`config.mk`:
```
export PLATFORM = sky130hd
export DESIGN_NAME = flseq_cmd_seq
export DESIGN_NICKNAME = d
export VERILOG_FILES = /design/src/rtl/flseq_pkg.sv /design/src/rtl/flseq_byte_sel.sv /design/src/rtl/flseq_lane_drv.sv /design/src/rtl/flseq_rx_pack.sv /design/src/rtl/flseq_cmd_seq.sv
export SDC_FILE = /design/constraint.sdc
export NUM_CORES = 1
export LEC_CHECK = 0
export BUFFER_PORTS_ARGS = -buffer_cell sky130_fd_sc_hd__clkbuf_2
export CORE_MARGIN = 4
export CORE_UTILIZATION = 55
export CTS_BUF_LIST = sky130_fd_sc_hd__clkbuf_4
export DETAILED_ROUTE_END_ITERATION = 16
export PLACE_DENSITY = 0.78
export REMOVE_ABC_BUFFERS = 1
export SLEW_MARGIN = 20
export SYNTH_ARGS = -nofsm -noshare
export SYNTH_HDL_FRONTEND = slang
export SYNTH_SLANG_ARGS = --single-unit
```
`constraint.sdc`:
```
create_clock -name clk -period 4.65 [get_ports clk]
set_input_delay 0.93 -clock clk [delete_from_list [all_inputs] [get_ports clk]]
set_output_delay 0.93 -clock clk [all_outputs]
set_load 0.01 [all_outputs]
```
`src/rtl/flseq_pkg.sv`:
```
package flseq_pkg;

    localparam int BYTE_W     = 8;
    localparam int LANES      = 4;
    localparam int DATA_BYTES = 8;
    localparam int WORD_W     = 32;
    localparam int DATA_W     = DATA_BYTES * BYTE_W;
    localparam int ADDR_W     = 32;
    localparam int ADRCNT_W   = 3;
    localparam int DUMMY_W    = 5;
    localparam int DCNT_W     = $clog2(DATA_BYTES + 1);
    localparam int IDX_W      = $clog2(DATA_BYTES);
    localparam int BEAT_W     = $clog2(BYTE_W);

    typedef enum logic [2:0] {
        PH_IDLE,
        PH_OPC,
        PH_ADDR,
        PH_DUMMY,
        PH_WDATA,
        PH_RDATA
    } phase_e;

    typedef enum logic [1:0] {
        LN_W1,
        LN_W2,
        LN_W4
    } lane_e;

    typedef struct packed {
        logic [BYTE_W-1:0]   opcode;
        logic [ADRCNT_W-1:0] addr_bytes;
        logic [DUMMY_W-1:0]  dummy;
        logic [DCNT_W-1:0]   data_bytes;
        logic                rd;
        lane_e               lane;
        logic [ADDR_W-1:0]   addr;
        logic [DATA_W-1:0]   wdata;
    } desc_t;

    typedef struct packed {
        phase_e              phase;
        logic [IDX_W-1:0]    idx;
        logic [BEAT_W-1:0]   beat;
        logic [DUMMY_W-1:0]  dcnt;
        logic [BYTE_W-1:0]   sh;
        desc_t               desc;
    } seq_st_t;

    // Descriptor a register file should load at reset: read-status command
    localparam desc_t DESC_DEFAULT = '{
        opcode:     8'h05,
        addr_bytes: '0,
        dummy:      '0,
        data_bytes: DCNT_W'(DATA_BYTES),
        rd:         1'b1,
        lane:       LN_W1,
        addr:       '0,
        wdata:      '0
    };

    // Phase that follows p, skipping empty phases
    function automatic phase_e phase_after(phase_e p, desc_t d);
        logic   has_a;
        logic   has_m;
        logic   has_d;
        phase_e dph;
        has_a = (d.addr_bytes != '0);
        has_m = (d.dummy != '0);
        has_d = (d.data_bytes != '0);
        dph   = d.rd ? PH_RDATA : PH_WDATA;
        case (p)
            PH_OPC:   phase_after = has_a ? PH_ADDR :
                                    (has_m ? PH_DUMMY : (has_d ? dph : PH_IDLE));
            PH_ADDR:  phase_after = has_m ? PH_DUMMY : (has_d ? dph : PH_IDLE);
            PH_DUMMY: phase_after = has_d ? dph : PH_IDLE;
            default:  phase_after = PH_IDLE;
        endcase
    endfunction

    // Index of the last serial clock inside one byte
    function automatic logic [BEAT_W-1:0] last_beat(lane_e l);
        case (l)
            LN_W2:   last_beat = BEAT_W'(BYTE_W / 2 - 1);
            LN_W4:   last_beat = BEAT_W'(BYTE_W / 4 - 1);
            default: last_beat = BEAT_W'(BYTE_W - 1);
        endcase
    endfunction

endpackage

```
`src/rtl/flseq_byte_sel.sv`:
```
module flseq_byte_sel import flseq_pkg::*; (
    input  desc_t              desc,
    input  phase_e             ph,
    input  logic [IDX_W-1:0]   idx,
    output logic [BYTE_W-1:0]  tx_byte
);

    logic [$clog2(ADDR_W)-1:0] adr_shift;
    logic [$clog2(DATA_W)-1:0] dat_shift;

    always_comb begin
        adr_shift = $bits(adr_shift)'((int'(desc.addr_bytes) - 1 - int'(idx)) * BYTE_W);
        dat_shift = $bits(dat_shift)'(int'(idx) * BYTE_W);
        case (ph)
            PH_OPC:   tx_byte = desc.opcode;
            PH_ADDR:  tx_byte = BYTE_W'(desc.addr >> adr_shift);
            PH_WDATA: tx_byte = BYTE_W'(desc.wdata >> dat_shift);
            default:  tx_byte = '0;
        endcase
    end

endmodule

```
`src/rtl/flseq_lane_drv.sv`:
```
module flseq_lane_drv import flseq_pkg::*; (
    input  phase_e             ph,
    input  lane_e              lane,
    input  logic [BYTE_W-1:0]  sh,
    output logic [LANES-1:0]   dq_out,
    output logic [LANES-1:0]   dq_oe
);

    logic drive;

    always_comb begin
        drive  = (ph == PH_OPC) || (ph == PH_ADDR) || (ph == PH_WDATA);
        dq_out = '0;
        dq_oe  = '0;
        if (drive) begin
            case (lane)
                LN_W2: begin
                    dq_out[1:0] = sh[BYTE_W-1 -: 2];
                    dq_oe[1:0]  = 2'b11;
                end
                LN_W4: begin
                    dq_out[3:0] = sh[BYTE_W-1 -: 4];
                    dq_oe[3:0]  = 4'b1111;
                end
                default: begin
                    dq_out[0] = sh[BYTE_W-1];
                    dq_oe[0]  = 1'b1;
                end
            endcase
        end
    end

endmodule

```
`src/rtl/flseq_rx_pack.sv`:
```
module flseq_rx_pack import flseq_pkg::*; (
    input  logic               clk,
    input  logic               rst_n,
    input  logic               clear,
    input  logic               sample,
    input  lane_e              lane,
    input  logic [LANES-1:0]   dq_in,
    input  logic               byte_done,
    input  logic [IDX_W-1:0]   idx,
    input  logic               commit,
    output logic [DATA_W-1:0]  rdata
);

    typedef struct packed {
        logic [BYTE_W-1:0] rx_byte;
        logic [DATA_W-1:0] acc;
        logic [DATA_W-1:0] rdata;
    } rx_st_t;

    rx_st_t rx_d, rx_q;

    always_comb begin
        rx_d = rx_q;
        if (clear) begin
            rx_d.rx_byte = '0;
            rx_d.acc     = '0;
        end
        if (sample) begin
            case (lane)
                LN_W2:   rx_d.rx_byte = {rx_q.rx_byte[BYTE_W-3:0], dq_in[1:0]};
                LN_W4:   rx_d.rx_byte = {rx_q.rx_byte[BYTE_W-5:0], dq_in[3:0]};
                default: rx_d.rx_byte = {rx_q.rx_byte[BYTE_W-2:0], dq_in[1]};
            endcase
        end
        if (byte_done) begin
            rx_d.acc[int'(idx) * BYTE_W +: BYTE_W] = rx_q.rx_byte;
            rx_d.rx_byte = '0;
        end
        if (commit) begin
            rx_d.rdata = rx_d.acc;
        end
    end

    always_ff @(posedge clk or negedge rst_n) begin
        if (!rst_n) rx_q <= '0;
        else        rx_q <= rx_d;
    end

    assign rdata = rx_q.rdata;

endmodule

```
`src/rtl/flseq_cmd_seq.sv`:
```
module flseq_cmd_seq import flseq_pkg::*; (
    input  logic                 clk,
    input  logic                 rst_n,
    input  logic [BYTE_W-1:0]    cfg_opcode,
    input  logic [ADRCNT_W-1:0]  cfg_addr_bytes,
    input  logic [DUMMY_W-1:0]   cfg_dummy,
    input  logic [DCNT_W-1:0]    cfg_data_bytes,
    input  logic                 cfg_read,
    input  logic [1:0]           cfg_lane_mode,
    input  logic [ADDR_W-1:0]    cfg_addr,
    input  logic [WORD_W-1:0]    cfg_wdata_lo,
    input  logic [WORD_W-1:0]    cfg_wdata_hi,
    input  logic                 start,
    input  logic                 sclk_rise_stb,
    input  logic                 sclk_fall_stb,
    output logic                 busy,
    output logic                 sclk_run,
    output logic                 cs_n,
    output logic [LANES-1:0]     dq_out,
    output logic [LANES-1:0]     dq_oe,
    input  logic [LANES-1:0]     dq_in,
    output logic [WORD_W-1:0]    rdata_lo,
    output logic [WORD_W-1:0]    rdata_hi
);

    localparam seq_st_t ST_RESET = '{
        phase: PH_IDLE,
        idx:   '0,
        beat:  '0,
        dcnt:  '0,
        sh:    '0,
        desc:  DESC_DEFAULT
    };

    seq_st_t            st_d, st_q;
    desc_t              cfg_norm;
    phase_e             adv_ph;
    logic [IDX_W-1:0]   adv_idx;
    logic [BYTE_W-1:0]  adv_byte;
    logic               beat_end;
    logic               dummy_end;
    logic               accept;
    logic               finish;
    logic [DATA_W-1:0]  rdata_w;

    // Descriptor normalisation at the configuration inputs
    always_comb begin
        cfg_norm.opcode     = cfg_opcode;
        cfg_norm.addr_bytes = (cfg_addr_bytes == ADRCNT_W'(3) || cfg_addr_bytes == ADRCNT_W'(4))
                              ? cfg_addr_bytes : '0;
        cfg_norm.dummy      = cfg_dummy;
        cfg_norm.data_bytes = (cfg_data_bytes > DCNT_W'(DATA_BYTES))
                              ? DCNT_W'(DATA_BYTES) : cfg_data_bytes;
        cfg_norm.rd         = cfg_read;
        case (cfg_lane_mode)
            2'd1:    cfg_norm.lane = LN_W2;
            2'd2:    cfg_norm.lane = LN_W4;
            default: cfg_norm.lane = LN_W1;
        endcase
        cfg_norm.addr       = cfg_addr;
        cfg_norm.wdata      = {cfg_wdata_hi, cfg_wdata_lo};
    end

    // Where the sequence goes at the end of the current byte or dummy run
    always_comb begin
        beat_end  = (st_q.beat == last_beat(st_q.desc.lane));
        dummy_end = (st_q.dcnt == st_q.desc.dummy - DUMMY_W'(1));
        adv_ph    = st_q.phase;
        adv_idx   = st_q.idx + IDX_W'(1);
        case (st_q.phase)
            PH_OPC, PH_DUMMY: begin
                adv_ph  = phase_after(st_q.phase, st_q.desc);
                adv_idx = '0;
            end
            PH_ADDR: begin
                if (st_q.idx == IDX_W'(st_q.desc.addr_bytes - ADRCNT_W'(1))) begin
                    adv_ph  = phase_after(st_q.phase, st_q.desc);
                    adv_idx = '0;
                end
            end
            PH_WDATA, PH_RDATA: begin
                if (DCNT_W'(st_q.idx) == st_q.desc.data_bytes - DCNT_W'(1)) begin
                    adv_ph  = PH_IDLE;
                    adv_idx = '0;
                end
            end
            default: begin
                adv_ph  = PH_IDLE;
                adv_idx = '0;
            end
        endcase
    end

    flseq_byte_sel u_byte_sel (
        .desc    (st_q.desc),
        .ph      (adv_ph),
        .idx     (adv_idx),
        .tx_byte (adv_byte)
    );

    // Next-state computation
    always_comb begin
        st_d   = st_q;
        accept = 1'b0;
        case (st_q.phase)
            PH_IDLE: begin
                if (start) begin
                    accept     = 1'b1;
                    st_d.desc  = cfg_norm;
                    st_d.phase = PH_OPC;
                    st_d.idx   = '0;
                    st_d.beat  = '0;
                    st_d.dcnt  = '0;
                    st_d.sh    = cfg_opcode;
                end
            end
            PH_DUMMY: begin
                if (sclk_fall_stb) begin
                    if (dummy_end) begin
                        st_d.phase = adv_ph;
                        st_d.idx   = adv_idx;
                        st_d.beat  = '0;
                        st_d.dcnt  = '0;
                        st_d.sh    = adv_byte;
                    end else begin
                        st_d.dcnt  = st_q.dcnt + DUMMY_W'(1);
                    end
                end
            end
            default: begin
                if (sclk_fall_stb) begin
                    if (beat_end) begin
                        st_d.phase = adv_ph;
                        st_d.idx   = adv_idx;
                        st_d.beat  = '0;
                        st_d.dcnt  = '0;
                        st_d.sh    = adv_byte;
                    end else begin
                        st_d.beat  = st_q.beat + BEAT_W'(1);
                        case (st_q.desc.lane)
                            LN_W2:   st_d.sh = st_q.sh << 2;
                            LN_W4:   st_d.sh = st_q.sh << 4;
                            default: st_d.sh = st_q.sh << 1;
                        endcase
                    end
                end
            end
        endcase
        finish = (st_q.phase != PH_IDLE) && (st_d.phase == PH_IDLE);
    end

    always_ff @(posedge clk or negedge rst_n) begin
        if (!rst_n) st_q <= ST_RESET;
        else        st_q <= st_d;
    end

    flseq_lane_drv u_lane_drv (
        .ph     (st_q.phase),
        .lane   (st_q.desc.lane),
        .sh     (st_q.sh),
        .dq_out (dq_out),
        .dq_oe  (dq_oe)
    );

    flseq_rx_pack u_rx_pack (
        .clk       (clk),
        .rst_n     (rst_n),
        .clear     (accept),
        .sample    (sclk_rise_stb && (st_q.phase == PH_RDATA)),
        .lane      (st_q.desc.lane),
        .dq_in     (dq_in),
        .byte_done (sclk_fall_stb && (st_q.phase == PH_RDATA) && beat_end),
        .idx       (st_q.idx),
        .commit    (finish && st_q.desc.rd),
        .rdata     (rdata_w)
    );

    assign busy     = (st_q.phase != PH_IDLE);
    assign sclk_run = busy;
    assign cs_n     = ~busy;
    assign rdata_lo = rdata_w[WORD_W-1:0];
    assign rdata_hi = rdata_w[DATA_W-1:WORD_W];

endmodule

```
; After elaboration in Yosys (flattened, before gate mapping)
; Cells that the tools add are included.
[op_classes]
n_addsub = 9
magnitude_cmp = 1
n_eq_ne = 21
shifts = 4
mux = 42
bitwise = 1
n_reduce_logical = 24
[ops]
columns = operator, n
row1 = $mux 72, 2
row2 = $mux 141, 1
row3 = $bwmux 64, 1
row4 = $shift 8x33->64 const A, 1
row5 = $shiftx 8x33->64, 1
row6 = $shr 64x6->8, 1
row7 = $mux 22, 2
row8 = $pmux 22 s2, 1
row9 = $neg 6->33, 1
row10 = $pmux 8 s2, 2
row11 = $shr 32x5->8, 1
row12 = $mux 3, 9
row13 = $mux 8, 3
row14 = $pmux 8 s3, 1
row15 = $pmux 3 s2, 3
row16 = $eq 3x2->1 const B, 4
row17 = $eq 3x3->1 const B, 4
row18 = $mux 4, 3
row19 = $reduce_bool 3->1, 4
row20 = $mux 5, 2
row21 = $mux 9, 1
row22 = $pmux 3 s3, 1
row23 = $reduce_and 4->1, 2
row24 = $add 3x1->3 const B, 2
row25 = other kinds (29), 49
[totals]
register_bits = 277
output_inout_bits = 75
elab_cells = 118

; Depth between registers and ports, before layout
; Gate-level depths: netlist of run 1.
[depth]
depth_word = 14
depth_mapped = 16

; Modules after synthesis
; A second synthesis of run 1 with hierarchy kept.
[hier_totals]
hier_cells = 1537
area_unflattened_um2 = 14217.4
[modules_own_cells]
columns = mod, instances, cells_per_inst, area_per_inst_um2
row1 = flseq_cmd_seq, 1, 722, 6377.4
row2 = flseq_rx_pack, 1, 610, 6363.6
row3 = flseq_byte_sel, 1, 184, 1335.0
row4 = flseq_lane_drv, 1, 21, 141.4

; Worst setup path after synthesis of run 1
; Ideal clock, no wire load.
[synth_timing]
path_kind = reg-to-reg
start = register st_q[108] (netlist name)
end = register st_q[120] (netlist name)
setup_time_ns = 0.126
arrival_ns = 3.524
required_ns = 4.524
setup_slack_ns = 1.000
path_stages_with_launch = 15
path_buffers = 0
synth_period_minus_slack_ns = 3.650
cell_sequence = dfrtp_1 > inv_1 > ha_1 > ha_1 > xnor2_1 > o31ai_1 > and3_1 > nor2_1 > inv_1 > ha_1 > xnor2_1 > xnor2_1 > mux2i_1 > a211oi_1 > o32a_1
[synth_between]
elab_chain_len = 10
word_cells_on_any_way = 22
cone_classes = add/sub (3) / eq/ne (4) / shift (2) / mux (12) / reduce/logical (1)
[synth_rtl]
columns = element, line_no
row1 = start: declaration, flseq_cmd_seq.sv:35  ; seq_st_t st_d, st_q;
row2 = start signal: assignment, flseq_cmd_seq.sv:154  ; else st_q <= st_d;
row3 = $sub 3x1->3, flseq_cmd_seq.sv:76  ; if (st_q.idx == IDX_W'(st_q.desc.addr_bytes - ADRCNT_W'(1))) begin
row4 = $eq 3x3->1, flseq_cmd_seq.sv:76
row5 = $mux 3, flseq_cmd_seq.sv:76
row6 = $pmux 3 s2, flseq_cmd_seq.sv:70  ; case (st_q.phase)
row7 = $sub 2x2->2, flseq_byte_sel.sv:12  ; adr_shift = $bits(adr_shift)'((int'(desc.addr_bytes) - 1 - int'(idx)) * BYTE_W);
row8 = $shr 32x5->8, flseq_byte_sel.sv:16  ; PH_ADDR: tx_byte = BYTE_W'(desc.addr >> adr_shift);
row9 = $pmux 8 s3 (*), flseq_byte_sel.sv:14  ; case (ph)
row10 = $mux 8 (on tied branches), "flseq_cmd_seq.sv:132, flseq_cmd_seq.sv:119"
row11 = $mux 22 (on tied branches), "flseq_cmd_seq.sv:131, flseq_cmd_seq.sv:118"
row12 = $pmux 22 s2 (*), flseq_cmd_seq.sv:105  ; case (st_q.phase)
; Every way passes the cells marked *; elsewhere a longest branch is shown, timed or not. The select of a mux whose other input is x is not followed.
; A chain may end at the register's enable or synchronous reset.

; Final worst setup path of run 1
[layout_timing]
start = register st_q[108] (netlist name)
end = register st_q[123] (netlist name)
; The elaborated chain is that of the path after synthesis.

==> results.md, run 1 <==
- Fillers: 2006
- Post_cts resized: 0
- Clock-pin slew of the registers on the worst-case setup and hold paths: about 70 ps
- Async SR Flop Fraction: 100%
- Remaining global-route overflow: 0
- Total GRT Usage: 24.9%
- Hold_buf cts: 0
- DRC: 0
- CP Launch Type: flip-flop
- Area of the die: about 0.027 sq mm
- Combinational fraction of design power: a little under two fifths
- First-pass detailed-route iteration total: 6
- Htree depth: 3
- Final Hold Viols: 0
- Slew HR: 35.2%
- Die span in x: about 160 um
- CTS Buffer Depth: 3
- Post-DP HPWL: 22800 um
- Synth cell types: 71
- Crit share post-route: 93.6%
- Root Buffer: clkbuf_4
- Via count: approximately 10000
- Antenna violations before repair: 1
- Period minus WS final: roughly 4400 ps
- Req. time, crit path: between 5000 and 6000 ps
- Crit path max fanout: 8
- LEAKAGE: 7.54 nW
- Post-synth EDFFs: 0
- Skew final: approximately 55 ps
- DR vias/cell: roughly 5.5
- CP endpoint kind: flip-flop
- First-pass GRT wire length: approximately 53000 um
- Int Pwr: around 5 mW
- Final #Nets: between 1500 and 2000
- Reg-to-Reg End: st_q[123]
- Outcome: complete, no violations
- Reg2Reg Setup Slack: 300 ps
- Peak supply drop: ~0.31 mV
- Max Cap Viol: 0
- Layout Area Growth over Synthesis: 11.8%
- CTS buffer count: 69
- FMAX: about 230 MHz
- Power, Total: between 8 and 9 mW
- Final setup margin: just under 300 ps
- Synth Instances: about 1400
- Final ANT Viol Nets: 0
- # clock sinks: ~270
- Largest net degree at the start of global routing: 129
- Clock Latency Late Sink: 700 ps
- CTS tree: yes
- Flops & latches, synth: roughly 270
- Worst hold path class: in2async
- Crit path arrival time: around 4900 ps
- R2r worst-path depth: 14
- Starting Density: a little under three fifths
- Fin. max-slew vios: 0
- Pwr/cell area: 572 mW/mm^2
- Most used DFF post-synth: dfrtp_1
- Net Sw Power: around 3.4 mW
- Proportion of layout cells with a drive suffix above 1: between 20% and 30%
- Power share of the sequential group: 39.2%
- Average wire per standard cell: approximately 17 um
- Setup slack at placement: ~370 ps
- Vias in the first global route: ~11000
- Postcts setup bufs: 0
- # setup viols final: 0
- Most frequent cells in the layout: nand2_1 (406), dfrtp_1 (267), clkbuf_2 (201), clkbuf_4 (91), o21ai_0 (84)
- GP Congestion: ~0.88
- Worst-Margin Slew: about 1000 ps
- Drt total wl: 32800 um
- Syn Std Cell Area: roughly 0.013 sq mm
- # rows: 56
- Synth warn: 0
- # port buffers: 202
- Worst r2r src: st_q[108]
- Switching Share: 39.6%
- Area of the core: between 0.02 and 0.025 sq mm
- I/O pin cnt: approximately 200
- CP Class: reg2reg
- Setup TNS: 0 ps
- Die height: between 150 and 200 um
- Drt initial violations: 930
- Most common cell after layout, fill and taps aside: nand2_1
- Clock power frac: between 20% and 30%
- Syn Area/Cell: 9.54 sq um
- Final hold slack: 336 ps
- RSZ-0062 raised after global routing: false
- Register area share after synthesis: about half
==> power groups by stage <==
stage	Combinational [mW]	Clock [mW]	Sequential [mW]
floorplan	2.28	0	3.22
global placement	3.05	0	3.32
detailed placement	3.14	0	3.35
CTS	3.16	2.02	3.31
global route	3.54	2.16	3.39
finish	3.18	1.97	3.32
==> critical path: stages, from the launching register on <==
cell and delay, ps:
dfrtp_1 410, inv_1 70, ha_1 200, ha_1 280, xnor2_1 310, o31ai_1 210
and3_1 280, nor2_1 440, inv_1 180, ha_1 230, xnor2_1 160, xnor2_1 730
mux2i_1 270, a21oi_1 80, o32a_1 350
==> worst max path at each step <==
stage	startpoint	to	slack (ps)	cells after the start
after floorplan	st_q[140]	u_rx_pack.rdata[0]	-1800	8
after global placement	st_q[108]	st_q[123]	570	14
after detailed placement	st_q[108]	st_q[120]	370	14
after CTS	st_q[108]	st_q[123]	340	14
after global routing	st_q[108]	st_q[123]	8	14
final	st_q[108]	st_q[123]	300	14
==> per-layer routing <==
metal / vias up / part of all wire (%) / track usage [%]
met5: - / 0 / 0
li1: 4989 / - / -
met4: 0 / 1.9 / 7.32
met1: 5042 / 44 / 34.4
met3: 48 / 6.2 / 5.32
met2: 316 / 48 / 40.0
==> synth_stat cells (all sizes together), types with 14 or more instances <==
master | number | area [sq um]
nand3 | 46 | 230
xnor2 | 14 | 123
buf | 86 | 631
a31o | 25 | 219
a21oi | 15 | 75.1
dfrtp | 267 | 6680
nor2 | 54 | 203
nand2 | 407 | 1530
clkbuf | 64 | 243
o21ai | 84 | 420
ha | 17 | 213
nor3 | 16 | 80.1
a22oi | 23 | 173
mux2i | 21 | 210
inv | 22 | 82.6
mux2 | 76 | 856
==> flip-flops by register name, indices dropped and copies added, names as in the netlist <==
signal / flops
st_q: 133
u_rx_pack.rdata: 64
u_rx_pack.rx_q: 72
==> final cells by class <==
cell class | instances | area, sq um | area share, %
Tap cell | 319 | 399 | 2.69
Timing Repair Buffer | 218 | 1180 | 7.96
Multi-Input combinational cell | 946 | 5580 | 37.6
Sequential cell | 269 | 6730 | 45.5
Antenna cell | 1 | 2.50 | 0.0169
Clock inverter | 24 | 153 | 1.03
Clock buffer | 91 | 683 | 4.61
Inverter | 23 | 86.3 | 0.583
==> metrics by stage <==
stage,std cells,util (%),instance area (sq um)
after floorplan,1238,-,12400
after global placement,1775,59.1,14000
after detailed placement,1775,59.1,14000
after CTS,1890,62.7,14800
after global routing,1891,62.7,14800
final,1891,62.7,14800
==> logic make-up after synthesis <==
logic type,synth area share [%]
buffers and inverters,7.25
adders and majority gates,1.61
and+or+nand+nor,18.5
xor gates and xnor gates,1.57
DFF,50.8
muxes,8.05
AOI/OAI and AO/OA,12.2
Note: power is estimated with default switching activity, not from simulation.
==> run 2: changes to the inputs <==
clock period = 5.3 ns   (was 4.65 ns; I/O delays follow)
==> run 2 against run 1 <==
Compared with the run above: register-to-register slack improved by 500 ps; global-route usage decreased by 0.49 points; via count increased by 0.55%; first-iteration DRC count decreased by 12%; hold slack improved by 140 ps; cell count increased by 0.11%; routed wire length decreased by 1.5%; utilization about the same; total power decreased by 11%; critical endpoint is now st_q[120]; highest routed layer unchanged.
==> results.md, run 2 (synthesis results as in run 1) <==
- Outcome: complete, no violations
- Final setup margin: 793 ps (+497 ps)
- Final #Nets: 1669 (-0.18%)
- First-pass detailed-route iteration total: 7 (+1)
- Setup slack at placement: 917 ps (+548 ps)
- LEAKAGE: 7.56 nW (+0.26%)
- Die height: 163 um (unchanged)
- FMAX: 222 MHz (-3.4%)
- Slew HR: 27.4% (-7.8 points)
- Largest register FFs: 133 (unchanged)
- Max Cap Viol: 0 (unchanged)
- # clock sinks: 269 (unchanged)
- CP Launch Type: flip-flop
- Hold_buf cts: 0 (unchanged)
- Root Buffer: clkbuf_4
- RSZ-0062 raised after global routing: false
- Clock Latency Late Sink: 690 ps (about the same)
- Skew final: 51.8 ps (-3.05 ps)
- Reg-to-Reg End: st_q[120]
- CTS buffer count: 72 (+4.3%)
- Proportion of layout cells with a drive suffix above 1: 27.3% (+0.47 points)
- Post-DP HPWL: 22200 um (-2.6%)
- Power, Total: 7.50 mW (-11%)
- Biggest register: st_q
- CP Class: reg2reg
- First-pass GRT wire length: 52200 um (-2.1%)
- Most frequent cells in the layout: nand2_1 (406), dfrtp_1 (267), clkbuf_2 (201), clkbuf_4 (103), o21ai_0 (84)
- Via count: 10500 (+0.55%)
- Final Hold Viols: 0 (unchanged)
- Average wire per standard cell: 17.1 um (-1.6%)
- Worst hold path class: reg2reg
- Most common cell after layout, fill and taps aside: nand2_1
- Drt total wl: 32300 um (-1.5%)
- GP Congestion: 0.889 (+0.95%)
- Largest net degree at the start of global routing: 126 (-2.3%)
- # port buffers: 202 (unchanged)
- Clock-pin slew of the registers on the worst-case setup and hold paths: 60 ps (about the same)
- CTS tree: yes
- Crit share post-route: 85.0% (-8.6 points)
- Fin. max-slew vios: 0 (unchanged)
- Final ANT Viol Nets: 0 (unchanged)
- Postcts setup bufs: 0 (unchanged)
- Drt initial violations: 818 (-12%)
- Area of the core: 0.0236 sq mm (unchanged)
- # rows: 56 (unchanged)
- Post_cts resized: 0 (unchanged)
- Crit path arrival time: 5060 ps (+150 ps)
- DRC: 0 (unchanged)
- Crit path max fanout: 11 (+3)
- Die span in x: 163 um (unchanged)
- Pwr/cell area: 506 mW/mm^2 (-12%)
- I/O pin cnt: 203 (unchanged)
- Vias in the first global route: 10400 (-2.1%)
- Worst setup startpoint: st_q[108]
- CTS Buffer Depth: 3 (unchanged)
- Peak supply drop: 0.316 mV (+0.94%)
- Area of the die: 0.0266 sq mm (unchanged)
- Antenna violations before repair: 1 (unchanged)
- Reg2Reg Setup Slack: 790 ps (+500 ps)
- Worst Setup EP: st_q[120]
- Htree depth: 3 (unchanged)
- Period minus WS final: 4510 ps (+153 ps)
- Layout Area Growth over Synthesis: 11.9% (about the same)
- Remaining global-route overflow: 0 (unchanged)
- CP endpoint kind: flip-flop
- R2r worst-path depth: 15 (+1)
- Worst-Margin Slew: 1080 ps (+108 ps)
- DR vias/cell: 5.52 (+0.44%)
- Total GRT Usage: 24.4% (-0.49 points)
- Worst r2r src: st_q[108]
- Starting Density: 56.1% (unchanged)
- Hold depth: 2
- # setup viols final: 0 (unchanged)
- Req. time, crit path: 5850 ps (+650 ps)
==> run 2: changes by cell type in the layout (fill, tap and decap cells not counted), sizes merged <==
cell | previous run | this run
clkinv | 20 | 17
buf | 17 | 11
clkbuf | 292 | 304
clkinvlp | 1 | 0
==> run 2: worst min path at each step <==
stage | start | end
global route | st_q[42] | st_q[42]
finish | st_q[15] | st_q[15]
CTS | st_q[56] | st_q[56]
floorplan | st_q[73] | st_q[73]
detailed placement | st_q[42] | st_q[42]
global placement | st_q[60] | st_q[60]
==> run 2: worst max-delay path: stages, from the launching register on <==
cell and delay [ps]:
dfrtp_1 400, inv_1 60, ha_1 190, ha_1 280, xnor2_1 340, o31ai_1 200, and3_1 260, nor2_1 460
inv_1 200, ha_1 240, xnor2_1 120, buf_4 180, xnor2_1 680, mux2i_1 300, a211oi_1 100, o32a_1 370
==> run 2: cell type report <==
class	instances	area, sq um
inverter	23	86.3
antenna	1	2.50
fill	2038	8800
clock inverter	20	136
timing repair buffer	212	1110
tap	319	399
sequential	269	6730
multi-input combinational	946	5580
clock buffer	103	773
==> run 2: per-stage QoR <==
| step | cells | instance area, sq um | utilization (%) | setup TNS [ps] | hold WS (ps) |
|---|---|---|---|---|---|
| after floorplan | 1238 | 12400 | - | -77410 | 437 |
| after global placement | 1769 | 13900 | 58.8 | 0 | 453 |
| after detailed placement | 1769 | 13900 | 58.8 | 0 | 459 |
| after CTS | 1892 | 14800 | 62.7 | 0 | 477 |
| after global routing | 1893 | 14800 | 62.7 | 0 | 490 |
| final | 1893 | 14800 | 62.7 | 0 | 474 |
==> run 2: metal layers <==
layer  share of wire (%)  global-route usage [%]
met5                   0                       0
met4                 2.3                    8.16
met3                 6.0                    4.37
met2                  48                    38.8
met1                  44                    34.2
==> run 2: report_power, final <==
group / internal (mW) / leakage [nW] / switching, mW
Clock: 0.991 / 0.545 / 0.840
Combinational: 1.05 / 3.45 / 1.68
Sequential: 2.53 / 3.57 / 0.415
Total: 4.57 / 7.56 / 2.93
